$ cat src/rtl/drv_supervisor_pkg.sv
package drv_supervisor_pkg;
  // Positions of the asynchronous inputs inside the synchroniser bank.
  localparam int unsigned SYN_EN_N    = 0;
  localparam int unsigned SYN_SLEEP_N = 1;
  localparam int unsigned SYN_RESET_N = 2;
  localparam int unsigned SYN_UVLO    = 3;
  localparam int unsigned SYN_OVT     = 4;
  localparam int unsigned SYN_CPUV    = 5;
  localparam int unsigned SYN_STG     = 6;
  localparam int unsigned SYN_NUM     = 7;

  // Safe values loaded into every synchroniser stage during reset:
  // outputs disabled, asleep, sequencer held home, undervoltage present.
  localparam logic [SYN_NUM-1:0] SYN_SAFE = 7'b000_1001;
endpackage

$ cat src/rtl/drv_sync_bank.sv
module drv_sync_bank #(
  parameter int unsigned        WIDTH   = 1,
  parameter int unsigned        STAGES  = 2,
  parameter logic [WIDTH-1:0]   RST_VAL = '0
) (
  input  logic             clk,
  input  logic             rst_n,
  input  logic [WIDTH-1:0] async_i,
  output logic [WIDTH-1:0] sync_o
);
  for (genvar b = 0; b < WIDTH; b++) begin : g_bit
    logic [STAGES-1:0] chain_q;
    logic [STAGES-1:0] chain_d;

    always_comb begin
      chain_d = {chain_q[STAGES-2:0], async_i[b]};
    end

    always_ff @(posedge clk or negedge rst_n) begin
      if (!rst_n) begin
        chain_q <= {STAGES{RST_VAL[b]}};
      end else begin
        chain_q <= chain_d;
      end
    end

    assign sync_o[b] = chain_q[STAGES-1];
  end
endmodule

$ cat src/rtl/drv_wake_timer.sv
module drv_wake_timer #(
  parameter int unsigned WAKE_CYC = 250000
) (
  input  logic clk,
  input  logic rst_n,
  input  logic awake_i,
  output logic wake_edge_o,
  output logic ready_o
);
  localparam int unsigned CW = (WAKE_CYC < 2) ? 1 : $clog2(WAKE_CYC + 1);
  localparam logic [CW-1:0] LOAD = CW'(WAKE_CYC);

  logic          awake_q;
  logic [CW-1:0] cnt_q;
  logic [CW-1:0] cnt_d;
  logic          cnt_en;

  assign wake_edge_o = awake_i & ~awake_q;

  always_comb begin
    cnt_en = 1'b0;
    cnt_d  = cnt_q;
    if (!awake_i) begin
      cnt_en = (cnt_q != '0);
      cnt_d  = '0;
    end else if (wake_edge_o) begin
      cnt_en = 1'b1;
      cnt_d  = LOAD;
    end else if (cnt_q != '0) begin
      cnt_en = 1'b1;
      cnt_d  = cnt_q - 1'b1;
    end
  end

  always_ff @(posedge clk or negedge rst_n) begin
    if (!rst_n) begin
      awake_q <= 1'b0;
    end else begin
      awake_q <= awake_i;
    end
  end

  always_ff @(posedge clk or negedge rst_n) begin
    if (!rst_n) begin
      cnt_q <= '0;
    end else if (cnt_en) begin
      cnt_q <= cnt_d;
    end
  end

  assign ready_o = awake_i & ~wake_edge_o & (cnt_q == '0);
endmodule

$ cat src/rtl/drv_fault_latch.sv
module drv_fault_latch (
  input  logic clk,
  input  logic rst_n,
  input  logic stg_i,
  input  logic ovt_i,
  input  logic wake_edge_i,
  output logic fault_o,
  output logic home_pulse_o
);
  logic fault_q;
  logic fault_d;
  logic ovt_q;
  logic pulse_q;
  logic pulse_d;
  logic set_evt;

  always_comb begin
    set_evt = stg_i & ~fault_q;
    // Setting wins over a wake edge in the same cycle.
    fault_d = stg_i | (fault_q & ~wake_edge_i);
    pulse_d = set_evt | (ovt_i & ~ovt_q);
  end

  always_ff @(posedge clk or negedge rst_n) begin
    if (!rst_n) begin
      fault_q <= 1'b0;
      ovt_q   <= 1'b0;
      pulse_q <= 1'b0;
    end else begin
      fault_q <= fault_d;
      ovt_q   <= ovt_i;
      pulse_q <= pulse_d;
    end
  end

  assign fault_o      = fault_q;
  assign home_pulse_o = pulse_q;
endmodule

$ cat src/rtl/drv_supervisor.sv
module drv_supervisor
  import drv_supervisor_pkg::*;
#(
  parameter int unsigned WAKE_CYC   = 250000,
  parameter int unsigned SYN_STAGES = 2
) (
  input  logic clk,
  input  logic rst_n,
  input  logic en_n_i,
  input  logic sleep_n_i,
  input  logic reset_n_i,
  input  logic uvlo_i,
  input  logic ovt_i,
  input  logic cpuv_i,
  input  logic stg_i,
  output logic out_allow_o,
  output logic home_o,
  output logic step_accept_o,
  output logic fault_latched_o
);
  logic [SYN_NUM-1:0] raw;
  logic [SYN_NUM-1:0] syn;

  logic s_en_n, s_sleep_n, s_reset_n, s_uvlo, s_ovt, s_cpuv, s_stg;
  logic wake_edge, wake_ready, fault_q, home_pulse;

  always_comb begin
    raw              = '0;
    raw[SYN_EN_N]    = en_n_i;
    raw[SYN_SLEEP_N] = sleep_n_i;
    raw[SYN_RESET_N] = reset_n_i;
    raw[SYN_UVLO]    = uvlo_i;
    raw[SYN_OVT]     = ovt_i;
    raw[SYN_CPUV]    = cpuv_i;
    raw[SYN_STG]     = stg_i;
  end

  drv_sync_bank #(
    .WIDTH  (SYN_NUM),
    .STAGES (SYN_STAGES),
    .RST_VAL(SYN_SAFE)
  ) u_sync (
    .clk    (clk),
    .rst_n  (rst_n),
    .async_i(raw),
    .sync_o (syn)
  );

  assign s_en_n    = syn[SYN_EN_N];
  assign s_sleep_n = syn[SYN_SLEEP_N];
  assign s_reset_n = syn[SYN_RESET_N];
  assign s_uvlo    = syn[SYN_UVLO];
  assign s_ovt     = syn[SYN_OVT];
  assign s_cpuv    = syn[SYN_CPUV];
  assign s_stg     = syn[SYN_STG];

  drv_wake_timer #(
    .WAKE_CYC(WAKE_CYC)
  ) u_wake (
    .clk        (clk),
    .rst_n      (rst_n),
    .awake_i    (s_sleep_n),
    .wake_edge_o(wake_edge),
    .ready_o    (wake_ready)
  );

  drv_fault_latch u_fault (
    .clk         (clk),
    .rst_n       (rst_n),
    .stg_i       (s_stg),
    .ovt_i       (s_ovt),
    .wake_edge_i (wake_edge),
    .fault_o     (fault_q),
    .home_pulse_o(home_pulse)
  );

  logic seq_run;
  assign seq_run = s_reset_n & ~s_uvlo;

  assign out_allow_o     = ~s_en_n & s_sleep_n & seq_run & ~s_ovt & ~s_cpuv & ~fault_q;
  assign home_o          = ~seq_run | home_pulse;
  assign step_accept_o   = seq_run & wake_ready;
  assign fault_latched_o = fault_q;
endmodule

$ cat config.mk
export PLATFORM = sky130hd
export DESIGN_NAME = drv_supervisor
export DESIGN_NICKNAME = d
export VERILOG_FILES = /design/src/rtl/drv_supervisor_pkg.sv /design/src/rtl/drv_sync_bank.sv /design/src/rtl/drv_wake_timer.sv /design/src/rtl/drv_fault_latch.sv /design/src/rtl/drv_supervisor.sv
export SDC_FILE = /design/constraint.sdc
export NUM_CORES = 1
export LEC_CHECK = 0
export CAP_MARGIN = 10
export CORE_MARGIN = 5
export CORE_UTILIZATION = 59
export CTS_BUF_LIST = sky130_fd_sc_hd__clkbuf_4 sky130_fd_sc_hd__clkbuf_8
export DETAILED_ROUTE_END_ITERATION = 10
export PLACE_DENSITY = 0.81
export SYNTH_ARGS = -nofsm -noshare
export SYNTH_HDL_FRONTEND = slang
export SYNTH_SLANG_ARGS = --single-unit
$ cat constraint.sdc
create_clock -name clk -period 2.7 [get_ports clk]
set_input_delay 0.54 -clock clk [delete_from_list [all_inputs] [get_ports clk]]
set_output_delay 0.54 -clock clk [all_outputs]
set_load 0.01 [all_outputs]
Word-level counts from Yosys, hierarchy flattened
Cells that the tools add are included.
W data, S select, Z words.
{ "totals": {"regBits": 36, "inputBits": 9, "out_inout_bits": 4} }
{ "classes": {"n_addsub": 1, "n_eq_ne": 1, "n_mux": 6, "n_bitwise": 25, "n_reduce_logical": 3} }
{ "op_table": {"columns": ["operator", "n"], "rows": [
  ["$mux W18", 3],
  ["$logic_not A18 Y1", 1],
  ["$reduce_bool A18 Y1", 1],
  ["$sub A18 B1 Y18 const B", 1],
  ["$and A1 B1 Y1", 13],
  ["$not A1 Y1", 9],
  ["$mux W1", 3],
  ["$ne A3 B1 Y1 const B", 1],
  ["$or A1 B1 Y1", 3],
  ["$reduce_and A2 Y1", 1]
]} }

Logic depth before layout (Yosys ltp)
{ "logic_depth": {"depth_word": 6, "mapped_depth": 7, "depth_no_buf": 6} }

Hierarchy
A second synthesis with hierarchy kept.
{ "hier_totals": {"hier_cells": 144, "hier_area_um2": 1576.5} }
{ "by_module_without_submodules": {"columns": ["module", "instances", "cells_each", "area_per_inst_um2", "seq_area_each_um2"], "rows": [
  ["drv_wake_timer", 1, 110, 1024.7, 475.5],
  ["drv_sync_bank", 1, 21, 407.9, 355.3],
  ["drv_fault_latch", 1, 8, 107.6, 75.1],
  ["drv_supervisor", 1, 5, 36.3, 0.0]
]} }

Worst setup path after synthesis
Ideal clock, no wire load.
{ "synth_timing": {"path_kind": "register to output", "start": "reg u_wake.cnt_q[0]", "end": "out step_accept_o", "arrival_ns": 1.946, "setup_slack_ns": 0.214, "stages_incl_launch_ff": 8, "path_buffers": 1, "cell_sequence": "dfrtp_1 > inv_1 > ha_1 > nor3b_1 > nand3_1 > buf_2 > or2_1 > nor3_1"} }
{ "synth_between": {"elab_chain_len": 3} }
{ "synth_rtl": {"columns": ["item", "line_no", "source"], "rows": [
  ["start, declared", "drv_wake_timer.sv:14", "logic [CW-1:0] cnt_q;"],
  ["start signal, assigned", "drv_wake_timer.sv:47", "cnt_q <= cnt_d;"],
  ["$logic_not A18 Y1", "drv_wake_timer.sv:51", "assign ready_o = awake_i & ~wake_edge_o & (cnt_q == '0);"],
  ["$and A1 B1 Y1", "drv_wake_timer.sv:51", null],
  ["$and A1 B1 Y1", "drv_supervisor.sv:82", "assign step_accept_o = seq_run & wake_ready;"],
  ["end, declared", "drv_supervisor.sv:18", "output logic step_accept_o,"]
]} }
No other way between the ends.

Worst setup path after layout
{ "layout_timing": {"start": "reg u_wake.cnt_q[13]", "end": "out step_accept_o"} }
Same word-level chain as after synthesis.

==> impl_metrics.env <==
export IMPL_cp_end_kind="output pin"
export IMPL_finClkSkew_ns=0.0124
export IMPL_drc=0
export IMPL_synth_top_area_cell="dfrtp_1"
export IMPL_synth_distinct_cells=36
export IMPL_dp_slack_ns=-0.127
export IMPL_tns_ns=0
export IMPL_cts_root_buf="clkbuf_4"
export IMPL_synthCells=135
export IMPL_synth_nets=145
export IMPL_synth_warnings=0
export IMPL_wire_per_inst_microns=17.1
export IMPL_drtPass1Iterations=4
export IMPL_hpwlAfterDp_microns=2360
export IMPL_fin_ws_ns=0.000377
export IMPL_static_leakage_power_uw=0.000815
export IMPL_drv_cap=0
export IMPL_post_synth_top_count_cell="dfrtp_1"
export IMPL_ant_nets=0
export IMPL_synth_commonest_cells="dfrtp_1, nand2_1, nor3_1, inv_1"
export IMPL_cp_required_ns=2.16
export IMPL_postRouteWirelength_microns=3410
export IMPL_async_reset_ff_share_pct=100
export IMPL_synth_edff_count=0
export IMPL_antenna_found_initial=0
export IMPL_hold_depth=0
export IMPL_antennaDiodeCount=0
export IMPL_max_vdd_ir_drop_mv=0.549
export IMPL_holdBufCountCts=0
export IMPL_cp_arrival_ns=2.16
export IMPL_path_max_fanout=2
export IMPL_final_nets=179
export IMPL_slew_headroom_pct=55.2
export IMPL_report_final_setup_viol=0
export IMPL_status="finished clean"
export IMPL_port_buffers=12
export IMPL_worst_pin_slew_ns=0.668
export IMPL_dieArea_sq_um=3680
export IMPL_layout_min_cycle_time_ns=2.70
export IMPL_core_sq_um=2450
export IMPL_fp_row_count=18
export IMPL_holdWs_ns=0.360
export IMPL_synthesis_area_sq_um=1510
export IMPL_synth_ff_type="dfrtp_1"
export IMPL_grt_pass1_wl_microns=5850
export IMPL_powerDensity_nw_per_um2=622
export IMPL_design_area_sq_um=1860
export IMPL_worstSetupStartpointType="register"
export IMPL_num_vias=1230
export IMPL_synth_top_area_share_pct=52.9
export IMPL_final_max_slew_viol_count=0
export IMPL_drt_vias_per_instance=6.15
export IMPL_grt_pass1_vias=1268
export IMPL_insertion_delay_ns=0.35
export IMPL_grt_overflow_total=0
export IMPL_boundaryPins=13
export IMPL_initial_utilization_pct=61.6
export IMPL_placed_area_sq_um=1760
export IMPL_grt_max_degree=37
export IMPL_fill_cells=152
export IMPL_clkTransAtPathRegs_ns=0.11
export IMPL_syn_avg_cell_area_sq_um=11.2
export IMPL_die_w_microns=60.6
export IMPL_cts_sinks=36
export IMPL_finalHoldViolCount=0
export IMPL_htreeDepth=2
export IMPL_synth_area_top_cells="dfrtp_1, dfstp_2, nor3_1, nand2_1, o31ai_1"
export IMPL_rsz0062_at_grt="true"
export IMPL_gp_congestion=0.824
export IMPL_drive_gt1_share_pct=23.5
export IMPL_cts_tree="yes"
export IMPL_synth_seq_cells=36
export IMPL_numCtsBuffers=5
export IMPL_syn_to_final_growth_pct=23.0
export IMPL_post_route_period_util_pct=100
export IMPL_clk_path_buf_depth=2
export IMPL_max_freq_ghz=0.370
export IMPL_grt_usage_pct=22.6
export IMPL_seq_area_frac_synth_pct=59.9
export IMPL_drtIter0Drc=75
export IMPL_r2r_cells=7
export IMPL_die_height_microns=60.6
export IMPL_hold_path_class="reg2reg"
export IMPL_worstSetupPathType="reg2out"
[per-layer routing]
| metal | part of all wire [%] | global-route usage, % |
|---|---|---|
| met4 | 1.1 | 8.67 |
| met2 | 51 | 37.3 |
| met5 | 0 | 0 |
| met3 | 7.3 | 7.23 |
| met1 | 40 | 27.7 |
[power by group]
group          leakage [uW]  total [uW]  internal, uW  switching [uW]
sequential         0.000441         616           580            35.8
combinational      0.000339         256           119             137
clock             0.0000349         284          99.8             184
total              0.000815        1160           799             358
[cell usage in the layout, fill, tap and decap left out, types with 2 or more instances in the layout]
cell type        count
a211oi_1             3
o22ai_1              2
nor3_1               9
a21oi_1              3
nor2_1               4
clkdlybuf4s50_1     11
nand4_1              2
o31ai_1              5
o21ai_0              5
xor2_1               4
nand2b_1             4
buf_4               18
a31oi_1              2
nand2_1             11
nor4_1               5
dfstp_2              4
nand3_1              2
or3_1                3
clkinv_2             2
dfrtp_1             32
nand4b_1             2
inv_1                8
nor3_2               3
clkbuf_4             5
or2_4                2
or4_1                4
[timing repair]
action                     CTS  global route
pin swaps                    3             0
resized for setup            6             2
setup endpoints to repair    1             1
buffers inserted             2             2
[worst max-delay path: stages (launching register included)]
cell and delay [ns]:
dfrtp_1 0.39, or4_4 0.54, or3_4 0.35, or2_4 0.26, nor3_2 0.11, buf_2 0.15
[kinds of logic after synthesis]
kind of cell / share of synthesized area [%]
compound gates: 12.4
xor+xnor: 2.89
simple gates: 21.2
buf+inv: 2.81
flops: 59.9
fa+ha+maj: 0.827
[layout make-up]
| class | count | area, sq um | area share, % |
|---|---|---|---|
| Sequential cell | 36 | 906 | 48.7 |
| Tap cell | 30 | 37.5 | 2.02 |
| Clock buffer | 5 | 37.5 | 2.02 |
| Inverter | 8 | 30.0 | 1.61 |
| Clock inverter | 3 | 18.8 | 1.01 |
| Multi-Input combinational cell | 88 | 581 | 31.2 |
| Timing Repair Buffer | 30 | 250 | 13.4 |
[metrics by stage]
step	cells	total power, uW	utilization [%]
after floorplan	135	754	-
after global placement	188	846	71.8
after detailed placement	188	861	71.8
after CTS	198	1150	74.9
after global routing	200	1220	75.8
final	200	1160	75.8
[state kept, by name, summed over array words and instances (netlist names)]
name	count
u_fault.fault_o	1
u_fault.home_pulse_o	1
u_fault.ovt_q	1
u_sync.g_bit.chain_q	14
u_wake.awake_q	1
u_wake.cnt_q	18
[final timing paths]
path,startpoint,to,slack (ns)
max,u_wake.cnt_q[13]$_DFFE_PN0P_,step_accept_o,0.0004
min,u_sync.g_bit[1].chain_q[0]$_DFF_PN0_,u_sync.g_bit[1].chain_q[1]$_DFF_PN0_,0.36
max reg2reg,u_wake.cnt_q[1]$_DFFE_PN0P_,u_wake.cnt_q[8]$_DFFE_PN0P_,0.49
min reg2reg,u_sync.g_bit[1].chain_q[0]$_DFF_PN0_,u_sync.g_bit[1].chain_q[1]$_DFF_PN0_,0.36
max in group asynchronous,rst_n,u_sync.g_bit[3].chain_q[1]$_DFF_PN1_,1.76
min in group asynchronous,rst_n,u_fault.ovt_q$_DFF_PN0_,0.60
No activity file was read; power rests on OpenSTA's default activity.
